<file path="config.mk">
export PLATFORM = sky130hd
export DESIGN_NAME = fir_dec_channel
export DESIGN_NICKNAME = d
export VERILOG_FILES = /design/src/rtl/fir_dec_pkg.sv /design/src/rtl/fir_dec_history.sv /design/src/rtl/fir_dec_mac.sv /design/src/rtl/fir_dec_quant.sv /design/src/rtl/fir_dec_channel.sv
export SDC_FILE = /design/constraint.sdc
export NUM_CORES = 1
export LEC_CHECK = 0
export ABC_AREA = 1
export ABC_CLOCK_PERIOD_IN_PS = 12850
export CELL_PAD_IN_SITES_DETAIL_PLACEMENT = 1
export CELL_PAD_IN_SITES_GLOBAL_PLACEMENT = 1
export CORE_UTILIZATION = 51
export DETAILED_ROUTE_END_ITERATION = 7
export GPL_ROUTABILITY_DRIVEN = 0
export PLACE_DENSITY = 0.82
export SLEW_MARGIN = 10
export SYNTH_ARGS = -nofsm -noshare
export SYNTH_HDL_FRONTEND = slang
export SYNTH_SLANG_ARGS = --single-unit
</file>
<file path="constraint.sdc">
create_clock -name clk -period 12.85 [get_ports clk]
set_input_delay 2.57 -clock clk [delete_from_list [all_inputs] [get_ports clk]]
set_output_delay 2.57 -clock clk [all_outputs]
set_load 0.01 [all_outputs]
</file>
<file path="src/rtl/fir_dec_pkg.sv">
package fir_dec_pkg;
  // Accumulator width: product width plus growth for summing TAPS products.
  function automatic int acc_width(input int dw, input int cw, input int taps);
    return dw + cw + ((taps > 1) ? $clog2(taps) : 1);
  endfunction

  // Phase counter width for a decimation factor.
  function automatic int phase_width(input int rate);
    return (rate > 1) ? $clog2(rate) : 1;
  endfunction
endpackage

</file>
<file path="src/rtl/fir_dec_history.sv">
module fir_dec_history
  import fir_dec_pkg::*;
#(
  parameter int DW   = 16,
  parameter int TAPS = 8,
  parameter int RATE = 4
) (
  input  logic                 clk,
  input  logic                 rst,
  input  logic                 active,
  input  logic                 valid_in,
  input  logic signed [DW-1:0] data_in,
  output logic signed [DW-1:0] taps_o [TAPS],
  output logic                 fire_o
);
  localparam int PW = phase_width(RATE);

  logic signed [DW-1:0] tap_q [TAPS];
  logic [PW-1:0]        phase_q;
  logic                 last_of_group;

  assign last_of_group = (phase_q == PW'(RATE - 1));

  // Delay line: newest accepted sample at index 0, cleared while bypassed.
  always_ff @(posedge clk) begin
    if (rst || !active) begin
      for (int i = 0; i < TAPS; i++) tap_q[i] <= '0;
    end else if (valid_in) begin
      tap_q[0] <= data_in;
      for (int i = 1; i < TAPS; i++) tap_q[i] <= tap_q[i-1];
    end
  end

  // Decimation phase and group-complete flag.
  always_ff @(posedge clk) begin
    if (rst || !active) begin
      phase_q <= '0;
      fire_o  <= 1'b0;
    end else begin
      fire_o <= valid_in && last_of_group;
      if (valid_in) phase_q <= last_of_group ? '0 : phase_q + 1'b1;
    end
  end

  for (genvar g = 0; g < TAPS; g++) begin : g_out
    assign taps_o[g] = tap_q[g];
  end

  // the phase never leaves 0..RATE-1
  p_phase_range_r3: assert property (@(posedge clk) disable iff (rst)
    int'(phase_q) < RATE);

  // a completed group always follows an accepted sample in active mode
  p_fire_source_r3: assert property (@(posedge clk) disable iff (rst)
    fire_o |-> $past(valid_in && active));

  // bypass clears the decimation state
  p_clear_r7: assert property (@(posedge clk) disable iff (rst)
    $past(!active) |-> (phase_q == '0 && !fire_o));
endmodule

</file>
<file path="src/rtl/fir_dec_mac.sv">
module fir_dec_mac
  import fir_dec_pkg::*;
#(
  parameter int DW   = 16,
  parameter int CW   = 16,
  parameter int TAPS = 8,
  parameter int AW   = acc_width(DW, CW, TAPS),
  parameter logic signed [CW-1:0] COEF [TAPS] = '{default: '0}
) (
  input  logic signed [DW-1:0] taps_i [TAPS],
  output logic signed [AW-1:0] acc_o
);
  localparam int PWID = DW + CW;

  logic signed [PWID-1:0] prod [TAPS];

  for (genvar g = 0; g < TAPS; g++) begin : g_mul
    assign prod[g] = taps_i[g] * COEF[g];
  end

  always_comb begin
    acc_o = '0;
    for (int i = 0; i < TAPS; i++) begin
      acc_o = acc_o + {{(AW-PWID){prod[i][PWID-1]}}, prod[i]};
    end
  end
endmodule

</file>
<file path="src/rtl/fir_dec_quant.sv">
module fir_dec_quant #(
  parameter int AW    = 35,
  parameter int OW    = 16,
  parameter int SHIFT = 12
) (
  input  logic signed [AW-1:0] acc_i,
  output logic signed [OW-1:0] q_o
);
  localparam logic signed [AW-1:0] HALF = AW'(1) <<< (SHIFT - 1);
  localparam logic signed [AW-1:0] MAXV = {{(AW-OW+1){1'b0}}, {(OW-1){1'b1}}};
  localparam logic signed [AW-1:0] MINV = {{(AW-OW+1){1'b1}}, {(OW-1){1'b0}}};

  always_comb begin : rnd_sat
    logic signed [AW-1:0] biased;
    logic signed [AW-1:0] scaled;
    logic signed [AW-1:0] clamped;
    // Halves go toward zero: positive sums add HALF-1, negative add HALF.
    biased = acc_i[AW-1] ? (acc_i + HALF) : (acc_i + HALF - AW'(1));
    scaled = biased >>> SHIFT;
    if (scaled > MAXV)      clamped = MAXV;
    else if (scaled < MINV) clamped = MINV;
    else                    clamped = scaled;
    q_o = OW'(clamped);
  end
endmodule

</file>
<file path="src/rtl/fir_dec_channel.sv">
module fir_dec_channel
  import fir_dec_pkg::*;
#(
  parameter int DW        = 16,
  parameter int CW        = 16,
  parameter int TAPS      = 8,
  parameter int RATE      = 4,
  parameter int OUT_SHIFT = 12,
  parameter logic signed [CW-1:0] COEF [TAPS] = '{
    16'sd2048, -16'sd3000, 16'sd4096, 16'sd6000,
    16'sd6000, 16'sd4096, -16'sd3000, 16'sd2048}
) (
  input  logic          clk,
  input  logic          rst,
  input  logic          active,
  input  logic          valid_in,
  input  logic          enable_in,
  input  logic [DW-1:0] data_in,
  output logic          valid_out,
  output logic          enable_out,
  output logic [DW-1:0] data_out
);
  localparam int AW = acc_width(DW, CW, TAPS);

  logic signed [DW-1:0] hist [TAPS];
  logic                 fire;
  logic signed [AW-1:0] acc;
  logic signed [DW-1:0] q;

  fir_dec_history #(.DW(DW), .TAPS(TAPS), .RATE(RATE)) u_hist (
    .clk      (clk),
    .rst      (rst),
    .active   (active),
    .valid_in (valid_in),
    .data_in  (data_in),
    .taps_o   (hist),
    .fire_o   (fire)
  );

  fir_dec_mac #(.DW(DW), .CW(CW), .TAPS(TAPS), .AW(AW), .COEF(COEF)) u_mac (
    .taps_i (hist),
    .acc_o  (acc)
  );

  fir_dec_quant #(.AW(AW), .OW(DW), .SHIFT(OUT_SHIFT)) u_quant (
    .acc_i (acc),
    .q_o   (q)
  );

  // Registered output select: filtered path or raw pass-through.
  always_ff @(posedge clk) begin
    if (rst) begin
      valid_out  <= 1'b0;
      enable_out <= 1'b0;
      data_out   <= '0;
    end else begin
      enable_out <= enable_in;
      if (active) begin
        valid_out <= fire;
        if (fire) data_out <= q;
      end else begin
        valid_out <= valid_in;
        data_out  <= data_in;
      end
    end
  end

  // bypass repeats valid and data one edge later
  p_bypass_r1: assert property (@(posedge clk) disable iff (rst)
    ($past(!rst) && $past(!active)) |->
      (valid_out == $past(valid_in) && data_out == $past(data_in)));

  // enable never waits on the filter
  p_enable_follow_r2: assert property (@(posedge clk) disable iff (rst)
    $past(!rst) |-> enable_out == $past(enable_in));

  // rounding never flips the sign of the sum
  p_round_pos_r5: assert property (@(posedge clk) disable iff (rst)
    (acc >= 0) |-> (q >= 0));
  p_round_neg_r5: assert property (@(posedge clk) disable iff (rst)
    (acc < 0) |-> (q <= 0));

  // filtered data holds between output strobes
  p_hold_r9: assert property (@(posedge clk) disable iff (rst)
    ($past(!rst) && $past(active) && !valid_out) |-> $stable(data_out));
endmodule

</file>
---- Word level (Yosys, flattened, before mapping) ----
Memory sizes are Yosys's and may differ from the RTL's.
Cells that the tools add are included.
word-level totals
  register bits after elaboration ......... 21
  memory bits (writable) .................. 128
  input port bits ......................... 21
  output and inout port bits .............. 18
  word-level logic and storage cells ...... 55
  memories ................................ 1
cells by class
  add/sub/neg operators ................... 10
  $mul .................................... 4
  order comparisons ....................... 2
  equal/unequal tests ..................... 2
  mux-type cells .......................... 20
  bitwise gates (word level) .............. 8
  reductions and logical operators ........ 3
memories
  memory        depth  bits a word  rd ports  clocked after Yosys merged registers in  write ports  line                   text
  u_hist.tap_q  8      16           8         0                                        8            fir_dec_history.sv:18  logic signed [DW-1:0] tap_q [TAPS];
operators with widths
  kind                    number
  $add 35x35->35          6
  $mux 16                 12
  $mul 16x10->26 const B  4
  $add 35x13->35 const B  1
  $mux 35                 1
  $sub 35x2->35 const B   1
  $add 27x29->30          1
  $gt 23x16->1 const B    1
  $lt 23x16->1 const B    1
  $or 1x1->1              8
  $mux 1                  6
  $add 2x1->2 const B     1
  $eq 2x2->1 const B      1
  $mux 2                  1
  $ne 2x1->1 const B      1
  $logic_and 1x1->1       1
  $logic_not 1->1         1
  $logic_or 1x1->1        1

---- Longest topological paths before layout ----
Gate-level depths: netlist (run 1).
An unclocked memory read counts as a cell.
  depth after elaboration ................. 17
  depth in mapped cells ................... 68
  gate-level depth less buffers ........... 67

---- Cells and area by module ----
From an unflattened synthesis (run 1), not the netlist that was laid out.
second synthesis, totals
  cell total of the unflattened synthesis .. 3,757
  area total of the unflattened synthesis .. 28,376.0 um^2
modules (own cells, without submodules)
  module           times used  cells each  area an instance (um^2)  seq. area each (um^2)
  fir_dec_mac      1           2,821       20,274.4                 0.0
  fir_dec_history  1           417         5,363.9                  3,903.7
  fir_dec_quant    1           389         1,780.5                  0.0
  fir_dec_channel  1           130         957.2                    360.3

---- Worst setup path before layout (run 1) ----
Ideal clock, no wire load.
  path kind ............................... register to register
  start point ............................. mem u_hist.tap_q[1][1], in the netlist u_hist.tap_q[0][17]
  end point ............................... reg data_out[12]
  library setup time ...................... 133 ps
  data arrival time ....................... 10,014 ps
  required time ........................... 12,717 ps
  setup slack ............................. 2,703 ps
  stages on the path, launching flop included .. 63
  buffers on the path ..................... 1
  clock period less this slack ............ 10,147 ps
  cells stage by stage .................... edfxtp_1 > inv_1 > ha_1 > ha_1 > inv_1 > fa_1 > inv_1 > fa_1 > ha_1 > ha_1 > nand2_1 > o21ai_0 > a21oi_1 > o21bai_1 > a21oi_1 > o21bai_1 > a21oi_1 > o21bai_1 > (+27 left out) > nand3_1 > nand2_1 > nand2_1 > nor2_1 > nand2_1 > nor2_1 > nand3_1 > xnor2_1 > inv_1 > nor3_1 > nand3_1 > a21oi_4 > inv_1 > nand2_2 > buf_6 > nand2_1 > nand2_1 > a21oi_2
RTL lines
  element                 line                   text
  start: declaration      fir_dec_history.sv:18
  end signal: assignment  fir_dec_channel.sv:60  if (fire) data_out <= q;
  end signal: assignment  fir_dec_channel.sv:63  data_out <= data_in;
  end: declaration        fir_dec_channel.sv:21  output logic [DW-1:0] data_out

==> results of run 1 <==
routing by layer:
metal  global-route usage [%]  wire [µm]  vias to the layer above
li1                         -          -                     8835
met5                        0         13                        -
met1                     39.5      30500                     9757
met3                     4.38       3670                      166
met2                     54.9      37200                      509
met4                     14.2       3340                        2
final timing paths:
| path | start | endpoint | cells after the start |
|---|---|---|---|
| worst min-delay path | data_out[15] | data_out[15] | 2 |
| worst max register to register | u_hist.tap_q[0][17] | data_out[14] | 57 |
| worst min register to register | data_out[15] | data_out[15] | 2 |
| worst max-delay path | u_hist.tap_q[0][17] | data_out[14] | 57 |
cell usage after synthesis (all sizes together) (9+ instances only):
master | instances | share of area [%]
dfxtp | 21 | 1.7
buf | 10 | 0.23
fa | 316 | 26
o21ai | 60 | 1.2
xor2 | 93 | 3.4
nand3 | 125 | 2.9
inv | 602 | 9.2
clkbuf | 14 | 0.21
edfxtp | 128 | 16
o21bai | 9 | 0.28
nor2 | 267 | 4.7
ha | 374 | 19
nand4 | 29 | 0.74
xnor2 | 60 | 2.1
a21oi | 130 | 2.8
nor3 | 10 | 0.20
nand2 | 512 | 8.6
sequential cells by signal, indices dropped and copies added, names as in the netlist:
register and cells:
u_hist.phase_q 2, enable_out 1, u_hist.tap_q 128, u_hist.fire_o 1, valid_out 1, data_out 16
worst max-delay path: cells and delay by family (launching register included):
kind / cells / cell delay, ps
AO/OA/AOI/OAI: 12 / 2230
XOR/XNOR: 1 / 350
adder cells (fa/ha/maj): 12 / 5100
buffers and inverters: 9 / 700
flip-flops: 1 / 430
AND/OR/NAND/NOR: 23 / 2920
timing repair:
item / 4_1_cts / 5_1_grt
setup buffers: 0 / 1
setup endpoints to repair: 0 / 15
hold endpoints to repair: 0 / 0
per-stage QoR:
stage	hold WS, ps	area [µm²]	instances	setup slack, ps	util, %
after floorplan	449	24500	2798	2700	-
after global placement	461	25600	3426	1580	54.5
after detailed placement	468	25600	3426	815	54.5
after CTS	484	26200	3458	789	55.7
after global routing	501	26200	3459	60.8	55.7
final	488	26200	3459	938	55.7
cell type report:
type	instances	area (µm²)
clock inverters	14	115
flip-flops and latches	149	4260
multi-input cells	2022	17900
well taps	607	759
clock buffers	18	429
fillers	5573	20800
repair buffers	46	440
inverters	603	2260
cell families (layout without fill, tap and decap cells):
logic type,after synthesis,count (layout)
adder cells (fa/ha/maj),690,690
AND/OR/NAND/NOR,954,954
XOR/XNOR,153,153
flip-flops,149,149
AO/OA/AOI/OAI,225,225
buffers and inverters,627,681
==> summary.log, run 1 <==
INFO  grt            overflow=0
INFO  drt            drt-pass1-iter-count=5
INFO  critical_path  r2r_setup_slack=940ps
INFO  placement      port_buffers=38
INFO  sta            fmax=83.9MHz
INFO  critical_path  start_kind=flop
INFO  floorplanning  die_height=221µm
INFO  logic_synthesis main_combinational_cell_family_by_area_after_synthesis=adder cells
INFO  drt            drt_drc_violations_left=0
INFO  cts            clock-root-buffer=sky130_fd_sc_hd__clkbuf_16
INFO  critical_path  path_common_cell=sky130_fd_sc_hd__nand2_1
INFO  logic_synthesis synth_async_sr_flop_share=0%
INFO  floorplanning  core-area=47000µm²
INFO  cts            worst_setup_hold_path_clk_slew=80ps
INFO  floorplanning  std_cell_rows=79
INFO  critical_path  critPathRequiredTime=13170ps
INFO  layout         mostFrequentLayoutCell=sky130_fd_sc_hd__inv_1
INFO  sta            grt_setup_unrepaired=false
INFO  cts            cts-buffers-inserted=17
INFO  cts            clk_path_buf_depth=2
INFO  floorplanning  pin_count=39
INFO  drt            avgRoutedWirePerCell=21.6µm
INFO  sta            setup_viol=0
INFO  floorplanning  floorplan.initialDensity=52.2%
INFO  sta            worst_slew_pin_slew=1200ps
INFO  layout         layout-area-overhead-vs-synth=6.71%
INFO  outcome        run_status=completed
INFO  logic_synthesis ys_warn_count=0
INFO  grt            grt_first_pass_wirelength=120000µm
INFO  critical_path  cp-end-kind=flop
INFO  critical_path  critical_path_arrival=12230ps
INFO  drt            via_count=19269
INFO  cts            post_cts_resized=0
INFO  layout         most-common-layout-cells=sky130_fd_sc_hd__inv_1, sky130_fd_sc_hd__nand2_1, sky130_fd_sc_hd__ha_1
INFO  sta            timing.final.max_slew_violations=0
INFO  floorplanning  die-width=221µm
INFO  cts            h-tree-depth=4
INFO  sta            slew_headroom=19.6%
INFO  hold_path      hold_path_class=reg2reg
INFO  layout         antenna-diode-count=0
INFO  logic_synthesis synth_compound_gate_area_share=5.14%
INFO  job            max_cap_viols=0
INFO  drt            first_iter_violations=1275
INFO  logic_synthesis synth_seq_cells=149
INFO  logic_synthesis synthesis.instances=2798
INFO  grt            grt_antenna_before_repair=1
INFO  logic_synthesis synthSimpleGateAreaFrac=17.4%
INFO  logic_synthesis synth-edff-count=128
INFO  critical_path  critical-path-slowest-cell=sky130_fd_sc_hd__fa_1
INFO  sta            timing_hold_violations_final=0
INFO  drt            vias_per_cell=5.57
INFO  logic_synthesis seq_total_area_yosys=17.4%
INFO  logic_synthesis netlist_area=24500µm²
INFO  critical_path  delay_contributed_by_the_slowest_stage_of_the_critical_path=640ps
INFO  logic_synthesis synth_ff_type=sky130_fd_sc_hd__edfxtp_1
INFO  cts            cts_tree=yes
INFO  cts            clock_insertion_delay_worst_skew=480ps
INFO  sta            finalSetupTns=0ps
INFO  cts            cts_hold_buf=0
INFO  logic_synthesis synth_mux_area_share=0%
INFO  sta            post-route-min-period=11910ps
INFO  logic_synthesis postSynthAreaPerCell=8.76µm²
INFO  critical_path  timing.setup.critical_path_class=reg2reg
INFO  cts            cts_sinks=149
INFO  layout         drive_above_1_share=5.86%
INFO  drt            drt_total_wl=74700µm
INFO  layout         final_nets=3550
INFO  logic_synthesis synth_fp_nets=3509
INFO  logic_synthesis fraction_of_the_mapped_netlist_area_in_adder_cells=44.9%
INFO  sta            finalClockSkew=15.2ps
INFO  grt            pin_count_of_the_biggest_net_entering_global_routing=80
INFO  grt            groute.usage.overall=31.7%
INFO  floorplanning  die_area=49000µm²
INFO  sta            post-route-period-util=92.7%
INFO  grt            first_global_vias=21813
INFO  logic_synthesis yosysUniqueCellTypes=48
INFO  logic_synthesis synthXorXnorAreaFrac=5.50%
INFO  drt            antenna_left=0
INFO  placement      dp_hpwl=63600µm
INFO  critical_path  critical_path_peak_fanout=15
Power of run 1 is left out: the tool's default activity adds up to more than one toggle a clock period on the data nets, which glitch-free logic cannot reach.
==> run 2: changes to the inputs <==
- ABC_CLOCK_PERIOD_IN_PS: 12850 -> unset
- CAP_MARGIN: unset -> 20
==> run 2 against run 1 <==
  * Cell count hardly changed
  * Setup slack got worse by 4.2 ps
  * Fmax about the same
  * Wire length rose by 0.28%
  * Via count up 0.24%
  * Highest routed layer unchanged
==> summary.log, run 2 (synthesized netlist as in run 1, its figures left out) <==
INFO  cts            clk_path_buf_depth=2 [unchanged]
INFO  sta            timing.final.max_slew_violations=0 [unchanged]
INFO  grt            overflow=0 [unchanged]
INFO  critical_path  critical_path_sink=data_out[14]
INFO  sta            fmax=83.9MHz [about the same]
INFO  cts            worst_setup_hold_path_clk_slew=80ps [about the same]
INFO  critical_path  critical_path_peak_fanout=15 [unchanged]
INFO  critical_path  delay_contributed_by_the_slowest_stage_of_the_critical_path=550ps [-90 ps]
INFO  critical_path  critPathRequiredTime=13170ps [about the same]
INFO  layout         multi_input_area=17900µm² [unchanged]
INFO  grt            grt.met1_usage=39.5% [unchanged]
INFO  layout         layout-area-overhead-vs-synth=6.86%
INFO  job            max_cap_viols=0 [unchanged]
INFO  hold_path      whs_path_cells=2 [unchanged]
INFO  layout         reg_top3=u_hist.tap_q: 128 flops, data_out: 16 flops, u_hist.phase_q: 2 flops
INFO  critical_path  start_kind=flop
INFO  cts            cts_tree=yes
INFO  floorplanning  std_cell_rows=79 [unchanged]
INFO  drt            via_count=19315 [+0.24%]
INFO  sta            setup_viol=0 [unchanged]
INFO  cts            clock_insertion_delay_worst_skew=480ps [about the same]
INFO  sta            worst_slew_pin_slew=961ps [-241 ps]
INFO  cts            post_cts_resized=0 [unchanged]
INFO  critical_path  rr_endpoint=data_out[14]
INFO  cts            cts_hold_buf=0 [unchanged]
INFO  cts            cts-buffers-inserted=17 [unchanged]
INFO  grt            grt_util_met3=4.38% [unchanged]
INFO  drt            vias_per_cell=5.58 [+0.18%]
INFO  layout         most-common-layout-cells=sky130_fd_sc_hd__inv_1, sky130_fd_sc_hd__nand2_1, sky130_fd_sc_hd__ha_1
INFO  sta            timing_hold_violations_final=0 [unchanged]
INFO  placement      dp_hpwl=63600µm [unchanged]
INFO  placement      port_buffers=38 [unchanged]
INFO  critical_path  critical_path_arrival=12240ps [about the same]
INFO  critical_path  cp.depth=61 [+7.0%]
INFO  layout         final_nets=3552 [+0.056%]
INFO  drt            drt_drc_violations_left=0 [unchanged]
INFO  layout         max_ffs_per_register=128 [unchanged]
INFO  critical_path  path_common_cell=sky130_fd_sc_hd__inv_1
INFO  sta            finalSetupTns=0ps [unchanged]
INFO  critical_path  rr_startpoint=u_hist.tap_q[0][17]
INFO  floorplanning  die_height=221µm [unchanged]
INFO  layout         nFillCells=5572 [-0.018%]
INFO  critical_path  critical_path.top_delay_family=adder cells
INFO  floorplanning  pin_count=39 [unchanged]
INFO  grt            met2_usage=54.9% [unchanged]
INFO  grt            grt_antenna_before_repair=1 [unchanged]
INFO  sta            post-route-period-util=92.7% [about the same]
INFO  critical_path  ff2ff_path_depth=61 [+7.0%]
INFO  critical_path  setup.worst_path.start=u_hist.tap_q[0][17]
INFO  layout         layout.area.seq=4260µm² [unchanged]
INFO  layout         drive_above_1_share=5.92% [+0.066 points]
INFO  hold_path      hold_path_class=reg2reg
INFO  drt            drt-pass1-iter-count=8 [+3]
INFO  sta            finalClockSkew=16.2ps [+0.933 ps]
INFO  layout         regMostFlops=u_hist.tap_q
INFO  critical_path  worstPathBufferInverterCount=13 [+4]
INFO  layout         antenna-diode-count=0 [unchanged]
INFO  grt            busiest_layer=met2
INFO  floorplanning  die_area=49000µm² [unchanged]
INFO  layout         mostFrequentLayoutCell=sky130_fd_sc_hd__inv_1
INFO  drt            first_iter_violations=1103 [-13%]
INFO  grt            grt_first_pass_wirelength=120000µm [unchanged]
INFO  floorplanning  core-area=47000µm² [unchanged]
INFO  cts            clock-root-buffer=sky130_fd_sc_hd__clkbuf_16
INFO  grt            pin_count_of_the_biggest_net_entering_global_routing=80 [unchanged]
INFO  critical_path  critical-path-slowest-cell=sky130_fd_sc_hd__fa_1
INFO  grt            groute.usage.overall=31.7% [unchanged]
INFO  drt            avgRoutedWirePerCell=21.7µm [+0.22%]
INFO  cts            cts_sinks=149 [unchanged]
INFO  critical_path  r2r_setup_slack=930ps [about the same]
INFO  floorplanning  floorplan.initialDensity=52.2% [unchanged]
INFO  sta            slew_headroom=34.3% [+15 points]
INFO  grt            first_global_vias=21813 [unchanged]
INFO  critical_path  cp-end-kind=flop
INFO  floorplanning  die-width=221µm [unchanged]
INFO  sta            post-route-min-period=11920ps [+4.25 ps]
INFO  cts            h-tree-depth=4 [unchanged]
INFO  critical_path  timing.setup.critical_path_class=reg2reg
INFO  sta            grt_setup_unrepaired=false
INFO  outcome        run_status=completed
INFO  drt            antenna_left=0 [unchanged]
INFO  drt            drt_total_wl=74900µm [+0.28%]
==> run 2: worst min-delay path by stage <==
stage | end | startpoint | slack, ps
CTS | data_out[15] | data_out[15] | 480
finish | data_out[15] | data_out[15] | 490
global route | data_out[15] | data_out[15] | 500
global placement | data_out[15] | data_out[15] | 460
detailed placement | data_out[15] | data_out[15] | 470
floorplan | u_hist.phase_q[1] | u_hist.phase_q[1] | 450
==> run 2: repair_timing <==
action	4_1_cts	5_1_grt
buffers inserted	0	1
endpoints found under the setup margin	0	15
hold endpoints to repair	0	0
==> run 2: area by class of cell <==
| cell class | count | share of cell area [%] |
|---|---|---|
| Tap cell | 607 | 2.90 |
| Multi-Input combinational cell | 2022 | 68.3 |
| Inverter | 603 | 8.64 |
| Clock buffer | 18 | 1.64 |
| Timing Repair Buffer | 48 | 1.83 |
| Clock inverter | 14 | 0.439 |
| Sequential cell | 149 | 16.3 |
==> run 2: worst min-delay path, delay by kind of cell (launching register included) <==
family             cells  cell delay (ps)
AOI/OAI and AO/OA      1               60
DFF                    1              320
and+or+nand+nor        1               70
==> run 2: per-stage QoR <==
step / utilization [%] / instance area [µm²] / setup WS (ps) / hold WS (ps) / cells
after floorplan: - / 24500 / 2700 / 449 / 2798
after global placement: 54.5 / 25600 / 1580 / 461 / 3426
after detailed placement: 54.5 / 25600 / 815 / 468 / 3426
after CTS: 55.7 / 26200 / 789 / 484 / 3458
after global routing: 55.8 / 26200 / 67.9 / 501 / 3461
final: 55.8 / 26200 / 934 / 490 / 3461
==> run 2: routing by layer <==
layer	routed length (µm)	share of wire [%]	up-vias
met5	13	0.017	-
met4	3390	4.5	2
met3	3760	5.0	172
met2	37200	50	529
met1	30600	41	9777
li1	-	-	8835
Power of run 2 is left out for the same reason.
==> run 3: changes to the inputs <==
- PLACE_DENSITY: 0.82 -> unset
- PLACE_DENSITY_LB_ADDON: unset -> 0.1
- clock period: 12.85 -> 13.25 ns (I/O delays scaled with it)
==> run 3 against run 2 <==
  * Flip-flop and latch count did not move
  * Hold slack got worse by 3.7 ps
  * Clock skew decreased by 7.3 ps
  * Highest routed layer is now met4
==> summary.log, run 3 (synthesized netlist as in run 1, its figures left out) <==
INFO  outcome        run_status=completed
INFO  drt            first_iter_violations=1019 [-7.6%]
INFO  sta            finalSetupTns=0ps [unchanged]
INFO  cts            post_cts_resized=0 [unchanged]
INFO  placement      dp_hpwl=61200µm [-3.7%]
INFO  critical_path  cp-end-kind=flop
INFO  drt            vias_per_cell=5.43 [-2.8%]
INFO  critical_path  delay_contributed_by_the_slowest_stage_of_the_critical_path=570ps [+20 ps]
INFO  layout         final_nets=3551 [-0.028%]
INFO  layout         reg_top3=u_hist.tap_q: 128 flops, data_out: 16 flops, u_hist.phase_q: 2 flops
INFO  layout         mostFrequentLayoutCell=sky130_fd_sc_hd__inv_1
INFO  grt            overflow=0 [unchanged]
INFO  drt            drt_total_wl=71100µm [-5.2%]
INFO  cts            cts-buffers-inserted=17 [unchanged]
INFO  critical_path  path_common_cell=sky130_fd_sc_hd__nand2_1
INFO  layout         regMostFlops=u_hist.tap_q
INFO  drt            via_count=18777 [-2.8%]
INFO  sta            finalClockSkew=8.81ps [-7.34 ps]
INFO  grt            grt_antenna_before_repair=0 [-1]
INFO  critical_path  critical_path_peak_fanout=15 [unchanged]
INFO  cts            clock-root-buffer=sky130_fd_sc_hd__clkbuf_16
INFO  sta            grt_setup_unrepaired=false
INFO  cts            cts_tree=yes
INFO  layout         drive_above_1_share=5.92% [about the same]
INFO  critical_path  timing.setup.critical_path_class=reg2reg
INFO  sta            setup_viol=0 [unchanged]
INFO  layout         antenna-diode-count=0 [unchanged]
INFO  drt            drt-pass1-iter-count=5 [-3]
INFO  floorplanning  std_cell_rows=79 [unchanged]
INFO  critical_path  critPathRequiredTime=13560ps [+390 ps]
INFO  layout         most-common-layout-cells=sky130_fd_sc_hd__inv_1, sky130_fd_sc_hd__nand2_1, sky130_fd_sc_hd__ha_1
INFO  floorplanning  die_area=49000µm² [unchanged]
INFO  critical_path  start_kind=flop
INFO  sta            post-route-period-util=89.5% [-3.3 points]
INFO  job            max_cap_viols=0 [unchanged]
INFO  drt            drt_drc_violations_left=0 [unchanged]
INFO  cts            clk_path_buf_depth=2 [unchanged]
INFO  hold_path      hold_path_class=reg2reg
INFO  sta            timing.final.max_slew_violations=0 [unchanged]
INFO  cts            cts_hold_buf=0 [unchanged]
INFO  floorplanning  core-area=47000µm² [unchanged]
INFO  sta            worst_slew_pin_slew=1090ps [+134 ps]
INFO  grt            first_global_vias=21078 [-3.4%]
INFO  placement      port_buffers=38 [unchanged]
INFO  cts            h-tree-depth=4 [unchanged]
INFO  grt            grt_first_pass_wirelength=115000µm [-3.8%]
INFO  floorplanning  die_height=221µm [unchanged]
INFO  critical_path  critical_path_arrival=12160ps [-80 ps]
INFO  grt            groute.usage.overall=30.5% [-1.2 points]
INFO  layout         layout-area-overhead-vs-synth=6.87% [about the same]
INFO  floorplanning  pin_count=39 [unchanged]
INFO  drt            antenna_left=0 [unchanged]
INFO  floorplanning  die-width=221µm [unchanged]
INFO  cts            worst_setup_hold_path_clk_slew=70ps [about the same]
INFO  sta            timing_hold_violations_final=0 [unchanged]
INFO  cts            postcts_setup_bufs=0 [unchanged]
INFO  drt            avgRoutedWirePerCell=20.5µm [-5.1%]
INFO  sta            slew_headroom=27.1% [-7.2 points]
INFO  cts            cts_sinks=149 [unchanged]
INFO  sta            fmax=84.4MHz [+0.53%]
INFO  critical_path  critical-path-slowest-cell=sky130_fd_sc_hd__fa_1
INFO  layout         max_ffs_per_register=128 [unchanged]
INFO  cts            clock_insertion_delay_worst_skew=470ps [about the same]
INFO  floorplanning  floorplan.initialDensity=52.2% [unchanged]
INFO  sta            post-route-min-period=11850ps [-62.8 ps]
INFO  grt            pin_count_of_the_biggest_net_entering_global_routing=76 [-5.0%]
[run 3: changes by cell type in the layout (fill, tap and decap cells not counted), sizes merged]
cell / previous run / this run
clkinvlp: 4 / 0
inv: 609 / 611
buf: 10 / 9
bufinv: 0 / 1
clkinv: 4 / 5
[run 3: worst max-delay path, delay by kind of cell, from the launching register on]
family                     cells  cell delay (ps)
and+or+nand+nor               27             3470
xor gates and xnor gates       1              290
AOI/OAI and AO/OA             11             2000
adders and majority gates     12             4970
DFF                            1              470
buffers and inverters          6              480
[run 3: layout make-up]
class	instances	area, µm²
clock buffers	18	439
clock inverters	14	138
fillers	5506	20700
inverters	603	2260
multi-input cells	2022	17900
flip-flops and latches	149	4260
well taps	607	759
repair buffers	47	448
[run 3: path summary, 6_finish.rpt]
kind	from	to	slack, ps	depth (start not counted)
worst max-delay path	u_hist.tap_q[0][17]	data_out[7]	1400	57
worst min-delay path	data_out[15]	data_out[15]	490	2
worst max register to register	u_hist.tap_q[0][17]	data_out[7]	1400	57
worst min register to register	data_out[15]	data_out[15]	490	2
[run 3: per-layer routing]
layer  track usage, %  wire (µm)  vias up
li1                 -          -     8834
met1             39.4      30800     9467
met2             52.5      34900      358
met3             4.36       2880      118
met4             10.3       2520        0
met5                0          0        -
[run 3: stage by stage]
stage          util, %  worst slack, ps  hold slack (ps)  area [µm²]  std cells
2_1_floorplan        -             3100              449       24500       2798
3_3_place_gp      54.6             1920              458       25600       3427
3_5_place_dp      54.6             1500              474       25600       3428
4_1_cts           55.8             1400              491       26200       3460
5_1_grt           55.8              372              504       26200       3460
6_report          55.8             1400              486       26200       3460
Power of run 3 is left out for the same reason.
